<file path="src/rtl/spi_eng_pkg.sv">
package spi_eng_pkg;

   typedef struct packed {
      logic [3:0] pm;
      logic [3:0] len_code;
      logic       slow;
      logic       loopback;
      logic       msb_first;
      logic       idle_high;
      logic       phase;
      logic       enable;
   } eng_mode_t;

   localparam int MODE_W     = $bits(eng_mode_t);
   localparam int LEN_CODE_W = 4;
   localparam int PM_FIELD_W = 4;
   localparam int MIN_LEN    = 4;

endpackage

</file>
<file path="src/rtl/spi_eng_prescaler.sv">
module spi_eng_prescaler #(
   parameter int SLOW_DIV = 16,
   parameter int PM_W     = 4
) (
   input  logic            clk,
   input  logic            rst_n,
   input  logic            reload,
   input  logic            run,
   input  logic            slow,
   input  logic [PM_W-1:0] pm,
   output logic            tick
);
   localparam int FAST_HALF = 2;
   localparam int SLOW_HALF = 2 * SLOW_DIV;
   localparam int CNT_W     = $clog2(SLOW_HALF * (2 ** PM_W)) + 1;

   if (SLOW_DIV < 2) begin : g_bad_div
      $error("SLOW_DIV must be at least 2");
   end

   logic [CNT_W-1:0] mult;
   logic [CNT_W-1:0] half_m1;
   logic [CNT_W-1:0] cnt;

   assign mult = CNT_W'(pm) + CNT_W'(1);

   if ((SLOW_DIV & (SLOW_DIV - 1)) == 0) begin : g_pow2
      always_comb begin
         if (slow) half_m1 = (mult << $clog2(SLOW_HALF)) - CNT_W'(1);
         else      half_m1 = (mult << 1) - CNT_W'(1);
      end
   end else begin : g_generic
      always_comb begin
         if (slow) half_m1 = mult * CNT_W'(SLOW_HALF) - CNT_W'(1);
         else      half_m1 = mult * CNT_W'(FAST_HALF) - CNT_W'(1);
      end
   end

   always_ff @(posedge clk or negedge rst_n) begin
      if (!rst_n)          cnt <= '0;
      else if (reload)     cnt <= half_m1;
      else if (run) begin
         if (cnt == '0)    cnt <= half_m1;
         else              cnt <= cnt - CNT_W'(1);
      end
   end

   assign tick = run && (cnt == '0);
endmodule

</file>
<file path="src/rtl/spi_eng_shifter.sv">
module spi_eng_shifter #(
   parameter int WORD_W = 32,
   parameter int EDGE_W = $clog2(2 * WORD_W)
) (
   input  logic              clk,
   input  logic              rst_n,
   input  logic              start,
   input  logic              abort,
   input  logic              tick,
   input  logic [WORD_W-1:0] tx_word,
   input  logic              phase,
   input  logic              msb_first,
   input  logic              loopback,
   input  logic [EDGE_W-1:0] nbits,
   input  logic              miso,
   output logic              busy,
   output logic              sck_act,
   output logic              mosi,
   output logic [WORD_W-1:0] rx_shreg,
   output logic              last_sample
);
   logic [WORD_W-1:0] tx_sr;
   logic [EDGE_W-1:0] edge_idx;
   logic [EDGE_W:0]   last_full;
   logic [EDGE_W-1:0] last_edge;
   logic [EDGE_W-1:0] bit_idx;
   logic              leading, sample_now, drive_now, in_bit;

   assign last_full  = {nbits, 1'b0} - (EDGE_W + 1)'(1);
   assign last_edge  = last_full[EDGE_W-1:0];
   assign bit_idx    = {1'b0, edge_idx[EDGE_W-1:1]};
   assign leading    = ~edge_idx[0];
   assign sample_now = phase ? ~leading : leading;
   assign drive_now  = phase ? leading : (~leading && (edge_idx != last_edge));
   assign in_bit     = loopback ? mosi : miso;

   function automatic logic head_bit(input logic [WORD_W-1:0] v, input logic msb);
      return msb ? v[WORD_W-1] : v[0];
   endfunction

   function automatic logic [WORD_W-1:0] advance(input logic [WORD_W-1:0] v, input logic msb);
      return msb ? (v << 1) : (v >> 1);
   endfunction

   always_ff @(posedge clk or negedge rst_n) begin
      if (!rst_n) begin
         busy        <= 1'b0;
         sck_act     <= 1'b0;
         mosi        <= 1'b0;
         tx_sr       <= '0;
         rx_shreg    <= '0;
         edge_idx    <= '0;
         last_sample <= 1'b0;
      end else begin
         last_sample <= 1'b0;
         if (abort) begin
            busy    <= 1'b0;
            sck_act <= 1'b0;
         end else if (start) begin
            busy     <= 1'b1;
            sck_act  <= 1'b0;
            edge_idx <= '0;
            rx_shreg <= '0;
            if (!phase) begin
               mosi  <= head_bit(tx_word, msb_first);
               tx_sr <= advance(tx_word, msb_first);
            end else begin
               tx_sr <= tx_word;
            end
         end else if (busy && tick) begin
            sck_act <= ~sck_act;
            if (sample_now) begin
               if (msb_first) rx_shreg <= {rx_shreg[WORD_W-2:0], in_bit};
               else           rx_shreg <= {in_bit, rx_shreg[WORD_W-1:1]};
               if (bit_idx == nbits - EDGE_W'(1)) last_sample <= 1'b1;
            end
            if (drive_now) begin
               mosi  <= head_bit(tx_sr, msb_first);
               tx_sr <= advance(tx_sr, msb_first);
            end
            if (edge_idx == last_edge) busy <= 1'b0;
            else                       edge_idx <= edge_idx + EDGE_W'(1);
         end
      end
   end
endmodule

</file>
<file path="src/rtl/spi_eng_rx_align.sv">
module spi_eng_rx_align #(
   parameter int WORD_W = 32
) (
   input  logic [WORD_W-1:0] rx_shreg,
   input  logic              msb_first,
   input  logic              full_word,
   output logic [WORD_W-1:0] aligned
);
   localparam int HALF = WORD_W / 2;

   always_comb begin
      if (full_word)      aligned = rx_shreg;
      else if (msb_first) aligned = rx_shreg << HALF;
      else                aligned = rx_shreg >> HALF;
   end
endmodule

</file>
<file path="src/rtl/spi_word_engine.sv">
module spi_word_engine
   import spi_eng_pkg::*;
#(
   parameter int WORD_W   = 32,
   parameter int SLOW_DIV = 16
) (
   input  logic              clk,
   input  logic              rst_n,
   input  logic              mode_we,
   input  logic [13:0]       mode_wdata,
   input  logic              tx_we,
   input  logic [WORD_W-1:0] tx_wdata,
   output logic [WORD_W-1:0] rx_data,
   output logic              busy,
   output logic              done,
   output logic              sck,
   output logic              mosi,
   input  logic              miso
);
   localparam int EDGE_W = $clog2(2 * WORD_W);

   if (WORD_W != 2 * (2 ** LEN_CODE_W)) begin : g_bad_width
      $error("WORD_W must be twice the longest short word");
   end
   if (MODE_W != 14) begin : g_bad_mode
      $error("mode word layout must be 14 bits");
   end

   eng_mode_t         mode_q;
   eng_mode_t         mode_in;
   logic              abort, start, sck_act, last_sample;
   logic [EDGE_W-1:0] nbits;
   logic [WORD_W-1:0] rx_shreg, rx_aligned;
   logic              tick;

   assign mode_in = eng_mode_t'(mode_wdata);
   assign abort   = mode_we && !mode_in.enable;
   assign start   = tx_we && mode_q.enable && !busy && !abort;

   always_comb begin
      if (mode_q.len_code == '0)
         nbits = EDGE_W'(WORD_W);
      else if (mode_q.len_code < LEN_CODE_W'(MIN_LEN - 1))
         nbits = EDGE_W'(MIN_LEN);
      else
         nbits = EDGE_W'(mode_q.len_code) + EDGE_W'(1);
   end

   always_ff @(posedge clk or negedge rst_n) begin
      if (!rst_n) begin
         mode_q  <= '0;
         done    <= 1'b0;
         rx_data <= '0;
      end else begin
         if (mode_we && (!busy || !mode_in.enable)) mode_q <= mode_in;
         done <= last_sample;
         if (last_sample) rx_data <= rx_aligned;
      end
   end

   spi_eng_prescaler #(.SLOW_DIV(SLOW_DIV), .PM_W(PM_FIELD_W)) u_presc (
      .clk(clk), .rst_n(rst_n), .reload(start), .run(busy),
      .slow(mode_q.slow), .pm(mode_q.pm), .tick(tick)
   );

   spi_eng_shifter #(.WORD_W(WORD_W), .EDGE_W(EDGE_W)) u_shift (
      .clk(clk), .rst_n(rst_n), .start(start), .abort(abort), .tick(tick),
      .tx_word(tx_wdata), .phase(mode_q.phase), .msb_first(mode_q.msb_first),
      .loopback(mode_q.loopback), .nbits(nbits), .miso(miso),
      .busy(busy), .sck_act(sck_act), .mosi(mosi), .rx_shreg(rx_shreg),
      .last_sample(last_sample)
   );

   spi_eng_rx_align #(.WORD_W(WORD_W)) u_align (
      .rx_shreg(rx_shreg), .msb_first(mode_q.msb_first),
      .full_word(mode_q.len_code == '0), .aligned(rx_aligned)
   );

   assign sck = sck_act ^ mode_q.idle_high;
endmodule

</file>
<file path="config.mk">
export PLATFORM = sky130hd
export DESIGN_NAME = spi_word_engine
export DESIGN_NICKNAME = d
export VERILOG_FILES = /design/src/rtl/spi_eng_pkg.sv /design/src/rtl/spi_eng_prescaler.sv /design/src/rtl/spi_eng_shifter.sv /design/src/rtl/spi_eng_rx_align.sv /design/src/rtl/spi_word_engine.sv
export SDC_FILE = /design/constraint.sdc
export NUM_CORES = 1
export LEC_CHECK = 0
export ABC_AREA = 1
export BUFFER_PORTS_ARGS = -buffer_cell sky130_fd_sc_hd__buf_2
export CAP_MARGIN = 30
export CELL_PAD_IN_SITES_DETAIL_PLACEMENT = 0
export CELL_PAD_IN_SITES_GLOBAL_PLACEMENT = 1
export CORE_UTILIZATION = 33
export CTS_CLUSTER_DIAMETER = 150
export CTS_CLUSTER_SIZE = 10
export DETAILED_ROUTE_END_ITERATION = 8
export GPL_TIMING_DRIVEN = 0
export PLACE_DENSITY_LB_ADDON = 0.1
export SETUP_SLACK_MARGIN = 0.5
export SLEW_MARGIN = 20
export SYNTH_ARGS = -nofsm -noshare
export SYNTH_HDL_FRONTEND = slang
export SYNTH_SLANG_ARGS = --single-unit
</file>
<file path="constraint.sdc">
create_clock -name clk -period 2.9 [get_ports clk]
set_clock_uncertainty 0.15 [all_clocks]
set_input_delay 0.58 -clock clk [delete_from_list [all_inputs] [get_ports clk]]
set_output_delay 0.58 -clock clk [all_outputs]
set_load 0.1 [all_outputs]
</file>
After elaboration in Yosys (flattened, before gate mapping). Cells that the tools add are included.

Register bits: 131. Bits in latches: 0. RAM bits: 0. Bits in read-only memories: 0. Bits of input ports: 51. Output and inout port bits: 36. Word-level logic and storage cells: 103. Memories: 0.

$add $sub $neg: 8. Multipliers: 0. Divide/modulo/power cells: 0. Magnitude comparators: 1. Eq/ne operators: 5. Shift operators: 0. Multiplexer cells: 42. Bitwise logic cells: 4. Reductions and logical operators: 25.

Operators with widths (number): 32-bit two-way mux (12); 10-bit two-way mux (4); 10-bit by 1-bit subtractor with 10-bit output, second input constant (3); 6-bit two-way mux (4); 1-bit two-way mux (21); 6-bit by 1-bit subtractor with 6-bit output, second input constant (2); 4-bit by 1-bit adder with 5-bit output, second input constant (2); 10-bit logical NOT (1); 3-bit AND reduction (3); 1-bit logical AND (8); 2-bit nonzero test (4); 6-bit by 1-bit adder with 6-bit output, second input constant (1); 5-bit by 6-bit == test with 1-bit output (1); 6-bit == test (1); 6-bit inequality test (1); 3-bit nonzero test (2); 5-bit two-way mux (1); 4-bit logical NOT (1); 4-bit by 2-bit less-than comparator with 1-bit output, second input constant (1); 2-bit inequality test, second input constant (2); 4-bit AND reduction (1); 1-bit logical NOT (3); 1-bit NOT (3); 2-bit AND reduction (1); 2 further kinds (2).

Logic depth before layout (Yosys ltp).
Depth in word-level cells: 10. Mapped depth: 16. Gate-level depth less buffers: 15.

By module. A second synthesis with hierarchy kept.

Cells, all modules: 1097. Area total of the unflattened synthesis: 8027.7 µm².

Modules (own cells, without submodules): spi_eng_shifter (instances 1, cells each 622, area an instance 4634.4 µm², sequential area each 1851.8 µm²); spi_word_engine (instances 1, cells each 227, area an instance 2009.4 µm², sequential area each 1176.1 µm²); spi_eng_prescaler (instances 1, cells each 142, area an instance 903.4 µm², sequential area each 250.2 µm²); spi_eng_rx_align (instances 1, cells each 106, area an instance 480.5 µm², sequential area each 0.0 µm²).

Worst setup path after synthesis. Ideal clock, no wire load.

Path kind: reg2out. Start point: register u_shift.sck_act. End point: output sck. Arrival time: 1812 ps. Data required time: 2170 ps. Setup slack: 358 ps. Cell stages (with the launch flop): 2. Path buffers: 0. Path through: dfrtp_1 -> xor2_1.

Cells in the longest elaborated chain, start to end: 1.

RTL lines: from (decl) (RTL line spi_eng_shifter.sv:17) `output logic sck_act,`; from (signal assigned) (RTL line spi_eng_shifter.sv:71) `sck_act <= ~sck_act;`; 1-bit bitwise XOR (RTL line spi_word_engine.sv:79) `assign sck = sck_act ^ mode_q.idle_high;`; to (decl) (RTL line spi_word_engine.sv:16) `output logic sck,`.

Every way passes these cells.

Final worst setup path.
Start point: register mode_q[6] (netlist name). End point: register u_shift.tx_sr[12].

Cells in the longest elaborated chain, start to end: 9. Elaborated cells on any way between the ends: 11. Classes of those cells: add/sub: 2; order compare: 1; eq/ne: 1; mux: 3; reduce/logical: 4.

RTL lines: from (decl) (RTL line spi_word_engine.sv:29) `eng_mode_t mode_q;`; from (signal assigned) (RTL line spi_word_engine.sv:55) `if (mode_we && (!busy || !mode_in.enable)) mode_q <= mode_in;`; 4-bit by 1-bit adder with 5-bit output / 4-bit by 2-bit less-than comparator with 1-bit output (equally long branches) (RTL line spi_word_engine.sv:46, spi_word_engine.sv:43); 5-bit two-way mux (RTL line spi_word_engine.sv:43) `else if (mode_q.len_code < LEN_CODE_W'(MIN_LEN - 1))`; 6-bit two-way mux (*) (RTL line spi_word_engine.sv:41) `if (mode_q.len_code == '0)`; 6-bit by 1-bit subtractor with 6-bit output (*) (RTL line spi_eng_shifter.sv:29) `assign last_full = {nbits, 1'b0} - (EDGE_W + 1)'(1);`; 6-bit inequality test (*) (RTL line spi_eng_shifter.sv:34) `assign drive_now = phase ? leading : (~leading && (edge_idx != last_edge));`; 1-bit logical AND (*) (RTL line spi_eng_shifter.sv:34); 1-bit two-way mux (*) (RTL line spi_eng_shifter.sv:34); 2-bit nonzero test (no line) (*); 3-bit AND reduction (no line) (*); to (signal assigned) (RTL line spi_eng_shifter.sv:66) `tx_sr <= advance(tx_word, msb_first);`; to (signal assigned) (RTL line spi_eng_shifter.sv:68) `tx_sr <= tx_word;`; to (signal assigned) (RTL line spi_eng_shifter.sv:79) `tx_sr <= advance(tx_sr, msb_first);`; to (decl) (RTL line spi_eng_shifter.sv:22) `logic [WORD_W-1:0] tx_sr;`.

Every way passes the cells marked *; elsewhere a longest branch is shown, timed or not. A chain may end at the register's enable or synchronous reset.

==> metrics.cfg <==
[setup_path]
crit_end=u_shift.tx_sr[12]
worstPathMaxFanout=10
reg2reg_slack_ps=340
critPathKind=reg2reg
r2r_start=mode_q[6]
end_kind=register
arrival_ps=2730
worstPathRequired_ps=3060
reg2reg_depth=14
reg2reg_to=u_shift.tx_sr[12]
cp-startpoint=mode_q[6]
cp-start-kind=register

[detailed_routing]
num_vias=7392
antenna_left=0
wl_per_cell_microns=17.09
first_iter_violations=441
route.detailed.drc=0
wirelength_microns=25260
viasPerCell=5.001
dr.pass1.iters=8

[synth]
syn_nets=1069
synth.ff_latch_count=131
syn_area_sq_um=7856
yosys.area.top_type=dfrtp_1
ys_seq_area_frac=0.4173
synthTopCellsByArea=dfrtp_1 (42%), nand2_1 (10%), o21ai_0 (5.5%)
synth_cells=1011
synth_cell_types=42
avgSynthCellArea_sq_um=7.771
ys_warn_count=0
synth_top_area_frac=0.4173

[clocking]
htree_levels=4
clock_latency_ps=430
clockRootBuffer=clkbuf_16
cts_tree=yes
clock_path_buffers=2
clkSlewWorstSetupHoldPaths_ps=60
cts_buffers=17
clock-sinks=131

[job]
maxCapViolations=0

[power]
peakVddDrop_v=0.0002871
power_density_nw_per_um2=730.5
p_leak_nw=4.424
power_mw=7.254

[sta]
fin_hold_ws_ps=228.8
finalHoldViolCount=0
drv_slew=0
rsz0062_at_grt=true
fin_crit_sh=0.8843
worst_slew_pin_slew_ps=760.6
fmax_mhz=389.9
max_slew_margin=0.4930
setup_violations=0
period_needed_ps=2564

[die]
fp.dieH_microns=156.3
initial_core_util=0.3357
num_rows=56
io_pins=87
core_area_sq_um=23400
dieArea_sq_um=24430
die_w_microns=156.3

[cells_and_area]
final-seq-area_sq_um=3282
antenna-diode-count=0
layout.cells.most_common=nand2_1
multi_input_area_sq_um=4099
final_cell_mix=nand2_1 (196), dfrtp_1 (128), nor2_1 (96)
fin_nets=1205
nFillCells=2515
area_growth_pct=26.39
drive_gt1_frac=0.2364

[global_route]
grt_pass1_vias=7312
grt_pass1_wl_microns=40400
overflow=0
antenna_found_initial=0
grtUsageTotal=0.2150
grt_max_degree=69

[placed_design]
numPortBuffers=86
dp_hpwl_microns=17710
place.gp.congestion=0.7776

[min_path]
hp-class=reg2reg

[run_status]
status=finished, final reports clean

layer usage:
| layer | GRT usage | share of wire |
|---|---|---|
| met4 | 0.05929 | 0.011 |
| met1 | 0.3166 | 0.52 |
| met2 | 0.3274 | 0.44 |
| met3 | 0.02852 | 0.033 |
| met5 | 0 | 0 |
registers in the layout, summed over array words and instances (netlist names):
| signal | cells |
|---|---|
| rx_data | 32 |
| u_shift.rx_shreg | 32 |
| u_shift.tx_sr | 32 |
| mode_q | 14 |
| u_presc.cnt | 10 |
| u_shift.edge_idx | 6 |
| done | 1 |
| u_shift.busy | 1 |
| u_shift.last_sample | 1 |
| u_shift.mosi | 1 |
| u_shift.sck_act | 1 |
per-stage QoR:
| step | utilization | instances | TNS [ps] | area (sq um) | setup slack, ps |
|---|---|---|---|---|---|
| 5_1_grt | 0.4243 | 1478 | 0 | 9930 | 223.1 |
| 2_1_floorplan | - | 1011 | 0 | 7878 | 500.3 |
| 3_5_place_dp | 0.3737 | 1417 | 0 | 8745 | 159.6 |
| 6_report | 0.4243 | 1478 | 0 | 9930 | 335.6 |
| 4_1_cts | 0.4135 | 1468 | 0 | 9677 | 374.8 |
| 3_3_place_gp | 0.3721 | 1416 | -124340 | 8707 | -1226 |
cell families after synthesis:
kind of cell               synth area share
adders and majority gates           0.01115
xor gates and xnor gates            0.01338
DFF                                  0.4173
AOI/OAI and AO/OA                    0.2330
buffers and inverters               0.08632
muxes                               0.02898
and+or+nand+nor                      0.2099
worst min path at each step:
stage                                   start        end  slack [ps]  cells past startpoint
after floorplan                         rst_n       done         130                      0
after global placement    u_shift.last_sample       done         220                      0
after detailed placement  u_shift.last_sample       done         210                      0
after CTS                       mode_wdata[4]  mode_q[4]         220                      2
after global routing            mode_wdata[4]  mode_q[4]         230                      2
final                     u_shift.last_sample       done         230                      0
power breakdown:
| group | switching [mW] | internal [mW] | total, mW |
|---|---|---|---|
| Combinational | 1.65 | 1.03 | 2.67 |
| Clock | 0.877 | 1.24 | 2.12 |
| Sequential | 0.328 | 2.13 | 2.46 |
| Total | 2.85 | 4.40 | 7.25 |
final cells by class:
class | count | area share
Clock inverter | 11 | 0.01033
Inverter | 95 | 0.03642
Sequential cell | 131 | 0.3305
Multi-Input combinational cell | 716 | 0.4128
Clock buffer | 20 | 0.04700
Timing Repair Buffer | 117 | 0.08380
Buffer | 69 | 0.03894
Tap cell | 319 | 0.04020
repair_timing:
action | in CTS | in global routing
hold endpoints to repair | 48 | 0
gates resized for setup | 35 | 45
cloned | 3 | 2
pin swaps | 1 | 6
hold buffers | 1 | 0
setup endpoints to repair | 69 | 85
setup buffers | 16 | 8
synth_stat cells (all sizes together):
cell type and count:
xor2 9, buf 17, a31oi 33, ha 7
clkbuf 52, a21oi 28, xnor2 3, nor4 1
o211ai 5, nand4 8, nand2 222, clkinv 1
a211oi 30, mux2 6, o21ai 129, o21bai 1
nand3 46, o22ai 30, dfrtp 131, inv 94
mux2i 16, nor3 5, and2 1, nor2 103
o31ai 30, a32oi 1, or2 1, nand3b 1
critical path, stage by stage, from the launching register on:
cell	delay [ps]
dfrtp_2	430
inv_4	50
ha_4	160
o21ai_4	200
nand2_2	100
ha_4	250
xnor2_2	130
a21oi_2	140
nand3_2	90
o21bai_1	170
nand2_1	120
nand2_4	120
buf_12	140
buf_12	140
o21ai_2	50
Power figures use the tool's default switching activity.
